`src/rtl/spi_port_pkg.sv`:
```
package spi_port_pkg;
  localparam int unsigned WORD_W  = 16;
  localparam int unsigned DIV_W   = 16;
  localparam int unsigned SEL_N   = 7;
  localparam int unsigned MIN_DIV = 2;

  // Edge events seen by the shift engine.
  typedef struct packed {
    logic lead;
    logic trail;
  } spi_ev_t;
endpackage

```
`src/rtl/spi_baud_tick.sv`:
```
module spi_baud_tick #(
  parameter int unsigned DIV_W = spi_port_pkg::DIV_W
) (
  input  logic             clk,
  input  logic             rst,
  input  logic             run,
  input  logic [DIV_W-1:0] baud,
  output logic             tick
);
  localparam logic [DIV_W-1:0] FLOOR = DIV_W'(spi_port_pkg::MIN_DIV);

  logic [DIV_W-1:0] cnt;
  logic [DIV_W-1:0] half;

  assign half = (baud < FLOOR) ? FLOOR : baud;

  always_ff @(posedge clk) begin
    if (rst || !run) begin
      cnt  <= '0;
      tick <= 1'b0;
    end else if (cnt == half - 1'b1) begin
      cnt  <= '0;
      tick <= 1'b1;
    end else begin
      cnt  <= cnt + 1'b1;
      tick <= 1'b0;
    end
  end
endmodule

```
`src/rtl/spi_slave_sync.sv`:
```
module spi_slave_sync (
  input  logic                  clk,
  input  logic                  rst,
  input  logic                  active,
  input  logic                  cpol,
  input  logic                  sck_i,
  input  logic                  mosi_i,
  input  logic                  ss_n_i,
  output spi_port_pkg::spi_ev_t ev,
  output logic                  din,
  output logic                  sel,
  output logic                  start
);
  logic [2:0] sck_q;
  logic [1:0] dat_q;
  logic [2:0] ss_q;
  logic       edge_seen;

  always_ff @(posedge clk) begin
    if (rst) begin
      sck_q <= '0;
      dat_q <= '0;
      ss_q  <= '1;
    end else begin
      sck_q <= {sck_q[1:0], sck_i};
      dat_q <= {dat_q[0], mosi_i};
      ss_q  <= {ss_q[1:0], ss_n_i};
    end
  end

  assign edge_seen = sck_q[1] != sck_q[2];
  assign sel       = active && !ss_q[1];
  assign start     = sel && ss_q[2];
  assign din       = dat_q[1];
  assign ev.lead   = sel && edge_seen && (sck_q[1] != cpol);
  assign ev.trail  = sel && edge_seen && (sck_q[1] == cpol);
endmodule

```
`src/rtl/spi_shift_core.sv`:
```
module spi_shift_core #(
  parameter int unsigned W = spi_port_pkg::WORD_W
) (
  input  logic                  clk,
  input  logic                  rst,
  input  logic                  wide,
  input  logic                  cpha,
  input  spi_port_pkg::spi_ev_t ev,
  input  logic                  load,
  input  logic                  clr,
  input  logic [W-1:0]          next_word,
  input  logic                  din,
  output logic                  dout,
  output logic                  wrap,
  output logic                  end_edge,
  output logic                  done,
  output logic [W-1:0]          rx_word
);
  localparam int unsigned CW = $clog2(W + 1);
  localparam logic [W-1:0] LOW_MASK = {{(W - W/2){1'b0}}, {(W/2){1'b1}}};

  logic [CW-1:0] cnt;
  logic [CW-1:0] bits;
  logic [CW-1:0] oidx;
  logic [W-1:0]  tw;
  logic [W-1:0]  rw;
  logic [W-1:0]  rw_next;
  logic [W-1:0]  out_sh;
  logic [W-1:0]  ld_sh;
  logic          samp;
  logic          shf;

  assign bits    = wide ? CW'(W) : CW'(W/2);
  assign oidx    = bits - 1'b1 - cnt;
  assign samp    = cpha ? ev.trail : ev.lead;
  assign shf     = cpha ? ev.lead : ev.trail;
  assign wrap    = samp && (cnt == bits - 1'b1);
  assign rw_next = {rw[W-2:0], din};
  assign out_sh  = tw >> oidx;
  assign ld_sh   = next_word >> (bits - 1'b1);
  // Last edge of a word: the trailing edge that leaves the count at zero.
  assign end_edge = ev.trail && (cpha ? wrap : (cnt == '0));

  always_ff @(posedge clk) begin
    if (rst) begin
      cnt     <= '0;
      tw      <= '0;
      rw      <= '0;
      dout    <= 1'b0;
      done    <= 1'b0;
      rx_word <= '0;
    end else begin
      done <= 1'b0;
      if (load) begin
        tw   <= next_word;
        cnt  <= '0;
        dout <= ld_sh[0];
      end else if (clr) begin
        cnt <= '0;
      end else begin
        if (samp) begin
          rw <= rw_next;
          if (wrap) begin
            cnt     <= '0;
            tw      <= next_word;
            done    <= 1'b1;
            rx_word <= wide ? rw_next : (rw_next & LOW_MASK);
          end else begin
            cnt <= cnt + 1'b1;
          end
        end
        if (shf) begin
          dout <= out_sh[0];
        end
      end
    end
  end
endmodule

```
`src/rtl/spi_dma_track.sv`:
```
module spi_dma_track #(
  parameter int unsigned CNT_W = spi_port_pkg::DIV_W
) (
  input  logic             clk,
  input  logic             rst,
  input  logic             en,
  input  logic             load,
  input  logic [CNT_W-1:0] load_val,
  input  logic             ack,
  input  logic             word_done,
  input  logic             buf_full,
  output logic             req,
  output logic             done
);
  logic [CNT_W-1:0] req_left;
  logic [CNT_W-1:0] done_left;

  assign req = en && (req_left != '0) && !buf_full;

  always_ff @(posedge clk) begin
    if (rst) begin
      req_left  <= '0;
      done_left <= '0;
      done      <= 1'b0;
    end else begin
      done <= 1'b0;
      if (load) begin
        req_left  <= load_val;
        done_left <= load_val;
      end else begin
        if (ack && req_left != '0) begin
          req_left <= req_left - 1'b1;
        end
        if (en && word_done && done_left != '0) begin
          done_left <= done_left - 1'b1;
          done      <= (done_left == CNT_W'(1));
        end
      end
    end
  end
endmodule

```
`src/rtl/spi_port.sv`:
```
module spi_port #(
  parameter int unsigned W     = spi_port_pkg::WORD_W,
  parameter int unsigned DIV_W = spi_port_pkg::DIV_W,
  parameter int unsigned SEL_N = spi_port_pkg::SEL_N,
  parameter int unsigned SEL_W = $clog2(SEL_N + 1)
) (
  input  logic             clk,
  input  logic             rst,
  input  logic             cfg_en,
  input  logic             cfg_master,
  input  logic             cfg_cpol,
  input  logic             cfg_cpha,
  input  logic             cfg_wide,
  input  logic [DIV_W-1:0] cfg_baud,
  input  logic [SEL_W-1:0] cfg_sel,
  input  logic             cfg_dma,
  input  logic             tx_wr,
  input  logic [W-1:0]     tx_data,
  input  logic             rx_rd,
  output logic [W-1:0]     rx_data,
  output logic             rx_full,
  output logic             rx_ovf,
  output logic             irq,
  input  logic             dma_load,
  input  logic [DIV_W-1:0] dma_count,
  output logic             dma_req,
  input  logic             dma_ack,
  output logic             dma_done,
  output logic             sck_o,
  output logic             mosi_o,
  input  logic             miso_i,
  output logic [SEL_N-1:0] ss_n_o,
  input  logic             sck_i,
  input  logic             mosi_i,
  input  logic             ss_n_i,
  output logic             miso_o
);
  import spi_port_pkg::*;

  logic          m_mode, s_mode;
  logic          busy, busy_next, sck_r, tick;
  logic          m_start, m_end;
  logic [W-1:0]  txbuf;
  logic          txfull, wr_any, consume;
  logic [W-1:0]  next_word;
  spi_ev_t       m_ev, s_ev, ev;
  logic          s_din, s_sel, s_start;
  logic          core_din, core_dout, wrap, end_edge, word_done;
  logic [W-1:0]  rx_word;

  assign m_mode = cfg_en && cfg_master;
  assign s_mode = cfg_en && !cfg_master;

  // Transmit buffer: one word, written by software or by an acknowledge.
  assign wr_any    = tx_wr || dma_ack;
  assign m_start   = m_mode && !busy && txfull;
  assign consume   = m_start || (s_mode && (s_start || wrap));
  assign next_word = txfull ? txbuf : '0;

  always_ff @(posedge clk) begin
    if (rst) begin
      txbuf  <= '0;
      txfull <= 1'b0;
    end else begin
      if (wr_any) begin
        txbuf  <= tx_data;
        txfull <= 1'b1;
      end else if (consume) begin
        txfull <= 1'b0;
      end
    end
  end

  // Master clock generation.
  spi_baud_tick #(.DIV_W(DIV_W)) u_tick (
    .clk  (clk),
    .rst  (rst),
    .run  (busy),
    .baud (cfg_baud),
    .tick (tick)
  );

  assign m_ev.lead  = busy && tick && (sck_r == cfg_cpol);
  assign m_ev.trail = busy && tick && (sck_r != cfg_cpol);
  assign m_end      = m_mode && end_edge;
  assign busy_next  = m_mode && (m_start || (busy && !m_end));

  always_ff @(posedge clk) begin
    if (rst) begin
      busy  <= 1'b0;
      sck_r <= 1'b0;
    end else begin
      busy <= busy_next;
      if (!busy) begin
        sck_r <= cfg_cpol;
      end else if (tick) begin
        sck_r <= ~sck_r;
      end
    end
  end

  genvar gi;
  generate
    for (gi = 0; gi < SEL_N; gi++) begin : g_sel
      always_ff @(posedge clk) begin
        if (rst) begin
          ss_n_o[gi] <= 1'b1;
        end else begin
          ss_n_o[gi] <= !(busy_next && (cfg_sel == SEL_W'(gi + 1)));
        end
      end
    end
  endgenerate

  // Slave front end.
  spi_slave_sync u_sync (
    .clk    (clk),
    .rst    (rst),
    .active (s_mode),
    .cpol   (cfg_cpol),
    .sck_i  (sck_i),
    .mosi_i (mosi_i),
    .ss_n_i (ss_n_i),
    .ev     (s_ev),
    .din    (s_din),
    .sel    (s_sel),
    .start  (s_start)
  );

  assign ev       = m_mode ? m_ev : (s_mode ? s_ev : '0);
  assign core_din = m_mode ? miso_i : s_din;

  spi_shift_core #(.W(W)) u_core (
    .clk       (clk),
    .rst       (rst),
    .wide      (cfg_wide),
    .cpha      (cfg_cpha),
    .ev        (ev),
    .load      (m_start || s_start),
    .clr       (s_mode && !s_sel),
    .next_word (next_word),
    .din       (core_din),
    .dout      (core_dout),
    .wrap      (wrap),
    .end_edge  (end_edge),
    .done      (word_done),
    .rx_word   (rx_word)
  );

  assign sck_o  = sck_r;
  assign mosi_o = core_dout;
  assign miso_o = s_mode ? core_dout : 1'b0;

  // Receive side.
  always_ff @(posedge clk) begin
    if (rst) begin
      rx_data <= '0;
      rx_full <= 1'b0;
      rx_ovf  <= 1'b0;
      irq     <= 1'b0;
    end else begin
      irq <= word_done;
      if (word_done) begin
        rx_data <= rx_word;
        rx_full <= 1'b1;
        if (rx_full && !rx_rd) begin
          rx_ovf <= 1'b1;
        end
      end else if (rx_rd) begin
        rx_full <= 1'b0;
        rx_ovf  <= 1'b0;
      end
    end
  end

  spi_dma_track #(.CNT_W(DIV_W)) u_dma (
    .clk       (clk),
    .rst       (rst),
    .en        (cfg_dma),
    .load      (dma_load),
    .load_val  (dma_count),
    .ack       (dma_ack),
    .word_done (word_done),
    .buf_full  (txfull),
    .req       (dma_req),
    .done      (dma_done)
  );
endmodule

```
`config.mk`:
```
export PLATFORM = sky130hd
export DESIGN_NAME = spi_port
export DESIGN_NICKNAME = d
export VERILOG_FILES = /design/src/rtl/spi_port_pkg.sv /design/src/rtl/spi_baud_tick.sv /design/src/rtl/spi_slave_sync.sv /design/src/rtl/spi_shift_core.sv /design/src/rtl/spi_dma_track.sv /design/src/rtl/spi_port.sv
export SDC_FILE = /design/constraint.sdc
export NUM_CORES = 1
export LEC_CHECK = 0
export ABC_AREA = 1
export CORE_MARGIN = 1.5
export CORE_UTILIZATION = 45
export DETAILED_ROUTE_END_ITERATION = 8
export PLACE_DENSITY = 0.78
export SLEW_MARGIN = 15
export SYNTH_ARGS = -nofsm -noshare
export SYNTH_HDL_FRONTEND = slang
export SYNTH_HIERARCHICAL = 1
export SYNTH_SLANG_ARGS = --single-unit
export TNS_END_PERCENT = 10
```
`constraint.sdc`:
```
create_clock -name clk -period 2.35 [get_ports clk]
set_input_delay 0.3525 -clock clk [delete_from_list [all_inputs] [get_ports clk]]
set_output_delay 0.3525 -clock clk [all_outputs]
set_load 0.05 [all_outputs]
```
==> impl_metrics.json, run 1 <==
{
  "status": "finished clean",
  "cts.sinks": 157,
  "clkTransAtPathRegs_ns": 0.06,
  "yosys-top-cells-area": "dfxtp_1 39%, nand2_1 11%, nor2_1 11%, o21ai_0 5.2%, inv_1 5.1%",
  "antennaDiodeCount": 0,
  "viasPerCell": 4.92,
  "synth_area_per_cell_sq_um": 6.92,
  "setup_tns_ns": 0,
  "drv_cap": 0,
  "routed_wl_um": 20100,
  "p_leak_uw": 0.00485,
  "die_width_um": 137,
  "ys.flop_type": "dfxtp_1",
  "initial_utilization_pct": 46.4,
  "grt.total_usage_pct": 21.9,
  "cts_buffers": 17,
  "ys_types": 48,
  "htree_levels": 4,
  "p_per_area_nw_per_um2": 625,
  "grt_antenna_before_repair": 2,
  "finalCritPeriodShare_pct": 95.5,
  "final_common_cell": "nand2_1",
  "syn_nets": 1246,
  "crit_required_ns": 2.66,
  "num_io_pins": 98,
  "skew_ns": 0.0106,
  "rows": 48,
  "fillers": 1590,
  "slew-limit-headroom_pct": 37.1,
  "startpoint_type": "primary input",
  "arrival_ns": 2.55,
  "yosysWarnings": 6,
  "max_freq_mhz": 446,
  "ys_seq_area_share_pct": 38.8,
  "nets": 1409,
  "grt_pass1_wl_um": 33000,
  "ys_seq_elements": 157,
  "first_pass_iters": 5,
  "setup_violations": 0,
  "grt_max_degree": 41,
  "dp_hpwl_um": 13900,
  "antenna_left": 0,
  "synth_top_area_cell": "dfxtp_1",
  "crit_fanout": 8,
  "hp-class": "in -> reg",
  "cts_tree": "yes",
  "stdcell_count": 1572,
  "drive_gt1_share_pct": 15.6,
  "grt_pass1_vias": 7178,
  "port_buffers": 97,
  "endpoint_kind": "register",
  "die_y_um": 137,
  "synthArstFlopShare_pct": 0,
  "place_inst": 1518,
  "hold_viol_final": 0,
  "synth_edf_count": 0,
  "area_growth_pct": 29.6,
  "vdd_ir_drop_max_mv": 0.484,
  "period_needed_ns": 2.24,
  "core-area_sq_um": 17500,
  "synth_top_area_share_pct": 38.8,
  "drv_slew": 0,
  "root_buffer": "clkbuf_16",
  "syn_inst": 1171,
  "gp_congestion": 0.901,
  "cts.path.max_buffers": 2,
  "holdWs_ns": 0.251,
  "dieArea_sq_um": 18800,
  "drc": 0,
  "mostFrequentLayoutCells": "243 x nand2_1, 226 x nor2_1, 157 x dfxtp_1",
  "syn_area_sq_um": 8110,
  "worst_slew_pin_slew_ns": 0.943,
  "wl_per_cell_um": 12.8,
  "clkLatencyLatePin_ns": 0.42,
  "num_vias": 7741,
  "path_class": "in -> reg",
  "dr.first_iter.drc_count": 567,
  "grt_overflow_total": 0
}
## kinds of logic after synthesis
group / Yosys count / share of synthesized area (%)
buffers and inverters: 156 / 8.55
DFF: 157 / 38.8
adders and majority gates: 8 / 1.23
xor gates and xnor gates: 49 / 5.46
AOI/OAI and AO/OA: 158 / 10.6
and+or+nand+nor: 643 / 35.4
## synth_stat cells (3+ instances only)
master    count
clkinv_1      3
inv_1       111
inv_2         5
o21ai_0      84
nand4_1       8
ha_1          8
a21oi_2       5
nand2_2       7
xnor2_1      17
a21oi_1      49
xor2_1       31
buf_6         7
nand3b_1      8
nor2_1      234
buf_2         9
o21ai_1       9
clkbuf_1     12
nand2_4       7
buf_4         3
o21bai_1      4
nand3_2       4
dfxtp_1     157
nand2_1     246
or2_2         4
nand3_1      69
nor2_4        6
nor3_1        9
nor2_2       31
## registers in the layout (all words and copies together) (netlist names), 7 cells and up
| signal | cells |
|---|---|
| txbuf | 16 |
| u_core/tw | 16 |
| u_core/rx_word | 16 |
| u_tick/cnt | 16 |
| ss_n_o | 7 |
| u_dma/done_left | 16 |
| rx_data | 16 |
| u_dma/req_left | 16 |
| u_core/rw | 15 |
## final cells by class
type / count / area [sq um] / area share [%]
multi-input cells: 858 / 4350 / 41.4
flip-flops and latches: 157 / 3140 / 29.9
repair buffers: 177 / 1660 / 15.8
inverters: 122 / 477 / 4.54
clock buffers: 21 / 460 / 4.38
well taps: 225 / 282 / 2.68
clock inverters: 11 / 133 / 1.26
repair inverters: 1 / 7.51 / 0.0714
## critical path, cell delays in order
cell           delay, ns
dlygate4sd2_1       0.24
nor2_1              0.12
nand2_1             0.12
buf_4               0.15
buf_4               0.12
buf_4               0.12
buf_4               0.12
buf_4               0.13
nor2_4              0.13
nand3_2             0.10
xor2_1              0.13
nand3_1             0.08
nor2_1              0.09
nand2_1             0.11
o21bai_4            0.22
clkbuf_16           0.20
nor2_2              0.03
## through the flow
stage	area (sq um)	utilization (%)	power [uW]	setup slack, ns
floorplan	8120	-	3490	0.00361
global placement	9630	55.1	3800	-0.511
detailed placement	9630	55.1	3820	-0.557
CTS	10400	59.5	6600	0.000608
global route	10500	60.1	6860	-0.00634
finish	10500	60.1	6570	0.107
## power by group
| part | switching [uW] | total, uW | internal (uW) | leakage (uW) |
|---|---|---|---|---|
| Sequential | 81.7 | 2830 | 2750 | 0.00128 |
| Clock | 1130 | 2770 | 1640 | 0.000290 |
| Combinational | 549 | 973 | 423 | 0.00328 |
| Total | 1760 | 6570 | 4810 | 0.00485 |
## layer usage
metal | track usage, % | vias to the layer above | share of wire, %
li1 | - | 4014 | -
met1 | 26.8 | 3522 | 44
met2 | 38.6 | 182 | 50
met3 | 4.93 | 21 | 4.7
met4 | 6.08 | 2 | 1.2
met5 | 0 | - | 0.065
## path summary, 6_finish.rpt
check / from / endpoint / slack (ns) / cells after the start
worst min-delay path: rst / txfull / 0.25 / 2
worst min register to register: u_sync/dat_q[0] / u_sync/dat_q[1] / 0.40 / 2
worst max register to register: u_sync/sck_q[1] / u_core/rw[14] / 0.37 / 13
worst max-delay path: cfg_baud[5] / u_tick/cnt[9] / 0.11 / 17
## timing repair
| action | CTS | global route |
|---|---|---|
| cloned | 1 | 2 |
| setup endpoints to repair | 16 | 72 |
| pin swaps | 17 | 17 |
| hold buffers | 0 | 0 |
| resized for setup | 16 | 26 |
| setup buffers | 16 | 3 |
Power figures use the tool's default switching activity.
==> run 2: changes to the inputs <==
--- a/config.mk
+++ b/config.mk
@@ -6,7 +6,6 @@
 export NUM_CORES = 1
 export LEC_CHECK = 0
 export ABC_AREA = 1
-export CORE_MARGIN = 1.5
 export CORE_UTILIZATION = 45
 export DETAILED_ROUTE_END_ITERATION = 8
 export PLACE_DENSITY = 0.78
==> constraint.sdc (replaced) <==
create_clock -name clk -period 2.35 [get_ports clk]
set_input_delay 0.3525 -clock clk [delete_from_list [all_inputs] [get_ports clk]]
set_output_delay 0.3525 -clock clk [all_outputs]
set_load 0.1 [all_outputs]
==> impl_metrics.json, run 2 (same netlist as run 1, synthesis figures left out) <==
{
  "status": "finished clean",
  "grt_overflow_total": 0,
  "cts_tree": "yes",
  "cp_slowest_stage_delay_ns": 0.47,
  "finalCritPeriodShare_pct": 97.2,
  "antenna_left": 0,
  "skew_ns": 0.00879,
  "routed_wl_um": 19400,
  "hp-class": "in -> reg",
  "grt_antenna_before_repair": 0,
  "crit_required_ns": 2.66,
  "final_common_cell": "nand2_1",
  "crit_fanout": 8,
  "core-area_sq_um": 17400,
  "p_per_area_nw_per_um2": 628,
  "first_pass_iters": 7,
  "die_y_um": 136,
  "grt_pass1_wl_um": 31800,
  "viasPerCell": 4.87,
  "cts.sinks": 157,
  "arrival_ns": 2.60,
  "dieArea_sq_um": 18600,
  "port_buffers": 97,
  "antennaDiodeCount": 0,
  "crit_path_frequent_cell": "nand2_2",
  "setup_violations": 0,
  "rows": 48,
  "worst-path-buf-inv": 4,
  "hold_viol_final": 0,
  "place_inst": 1519,
  "dp_hpwl_um": 13500,
  "num_vias": 7627,
  "startpoint_type": "primary input",
  "die_width_um": 136,
  "grt.total_usage_pct": 21.4,
  "path_class": "in -> reg",
  "dr.first_iter.drc_count": 498,
  "setup_tns_ns": 0,
  "drc": 0,
  "slew-limit-headroom_pct": 72.8,
  "fin_ws_ns": 0.0652,
  "p_leak_uw": 0.00482,
  "clkLatencyLatePin_ns": 0.42,
  "post-place-ws_ns": -0.564,
  "root_buffer": "clkbuf_16",
  "drv_slew": 0,
  "num_io_pins": 98,
  "drv_cap": 0,
  "drive_gt1_share_pct": 18.1,
  "grt_pass1_vias": 6867,
  "gp_congestion": 0.939,
  "area_growth_pct": 28.2,
  "nets": 1402,
  "cp_top_family": "simple AND/OR/NAND/NOR gates",
  "stdcell_count": 1565,
  "worst_slew_pin_slew_ns": 0.409,
  "initial_utilization_pct": 46.5,
  "grt_max_degree": 41,
  "mostFrequentLayoutCells": "241 x nand2_1, 219 x nor2_1, 157 x dfxtp_1",
  "max_freq_mhz": 438,
  "clkTransAtPathRegs_ns": 0.07,
  "slowest_stage": "clkdlybuf4s50_1",
  "vdd_ir_drop_max_mv": 0.556,
  "endpoint_kind": "register",
  "period_needed_ns": 2.28,
  "htree_levels": 4,
  "wl_per_cell_um": 12.4,
  "cts.path.max_buffers": 2,
  "cts_buffers": 17,
  "path_cells": "clkdlybuf4s50_1, inv_1, nand2_2, nor2_4, a21oi_2, ha_4, nand2_2, nor2_4, nand3_2, xor2_1, nand3_1, nor2_2, nand2_2, o21bai_4, buf_12, buf_16, nor2_2",
  "p_total_uw": 6520
}
==> run 2: layout make-up <==
type                       count  area [sq um]
multi-input combinational    858          4370
clock buffer                  18           439
timing repair buffer         170          1520
fill                        1589          7030
inverter                     122           477
tap                          225           282
timing repair inverter         1          7.51
clock inverter                14           149
sequential                   157          3140
==> run 2: worst paths after layout <==
path                                 startpoint         endpoint  slack, ns  depth (start not counted)
worst max register to register  u_sync/sck_q[1]     u_core/rw[8]       0.38                         14
worst min register to register  u_sync/sck_q[0]  u_sync/sck_q[1]       0.41                          2
worst min-delay path                        rst          rx_full       0.20                          2
worst max-delay path                cfg_baud[1]    u_tick/cnt[3]       0.07                         17
==> run 2: through the flow <==
stage	cell area (sq um)	hold slack, ns	util (%)
3_5_place_dp	9570	0.394	54.9
4_1_cts	10300	0.190	59.1
3_3_place_gp	9570	0.393	54.9
5_1_grt	10400	0.198	59.7
6_report	10400	0.196	59.7
2_1_floorplan	8120	0.388	-
==> run 2: report_power, final <==
part	switching [uW]	total, uW	leakage [uW]	internal (uW)
Combinational	562	974	0.00326	412
Sequential	80.5	2830	0.00128	2750
Clock	1190	2720	0.000287	1530
Total	1830	6520	0.00482	4690
==> run 2: timing repair <==
action,CTS,global route
endpoints found under the setup margin,16,56
hold buffers,0,0
gates cloned,1,1
setup buffers,8,4
resized for setup,24,20
pin swaps,13,15
==> run 2: worst register-to-register path, cell delays in order (launching register included) <==
cell	delay, ns
dfxtp_1	0.41
inv_2	0.06
nand2_2	0.06
nand3_2	0.07
nor2_1	0.09
nand2_1	0.06
o21ai_0	0.10
nand2_1	0.15
o21ai_4	0.11
inv_2	0.08
nor2_4	0.18
buf_4	0.16
clkinvlp_4	0.15
nor2_1	0.14
nor2_1	0.05
==> run 2: metal layers <==
layer | up-vias | part of all wire (%) | global-route usage, %
met5 | - | 0 | 0
met4 | 0 | 1.4 | 6.17
met3 | 22 | 5.7 | 4.47
met2 | 213 | 46 | 35.7
met1 | 3390 | 47 | 27.7
li1 | 4002 | - | -
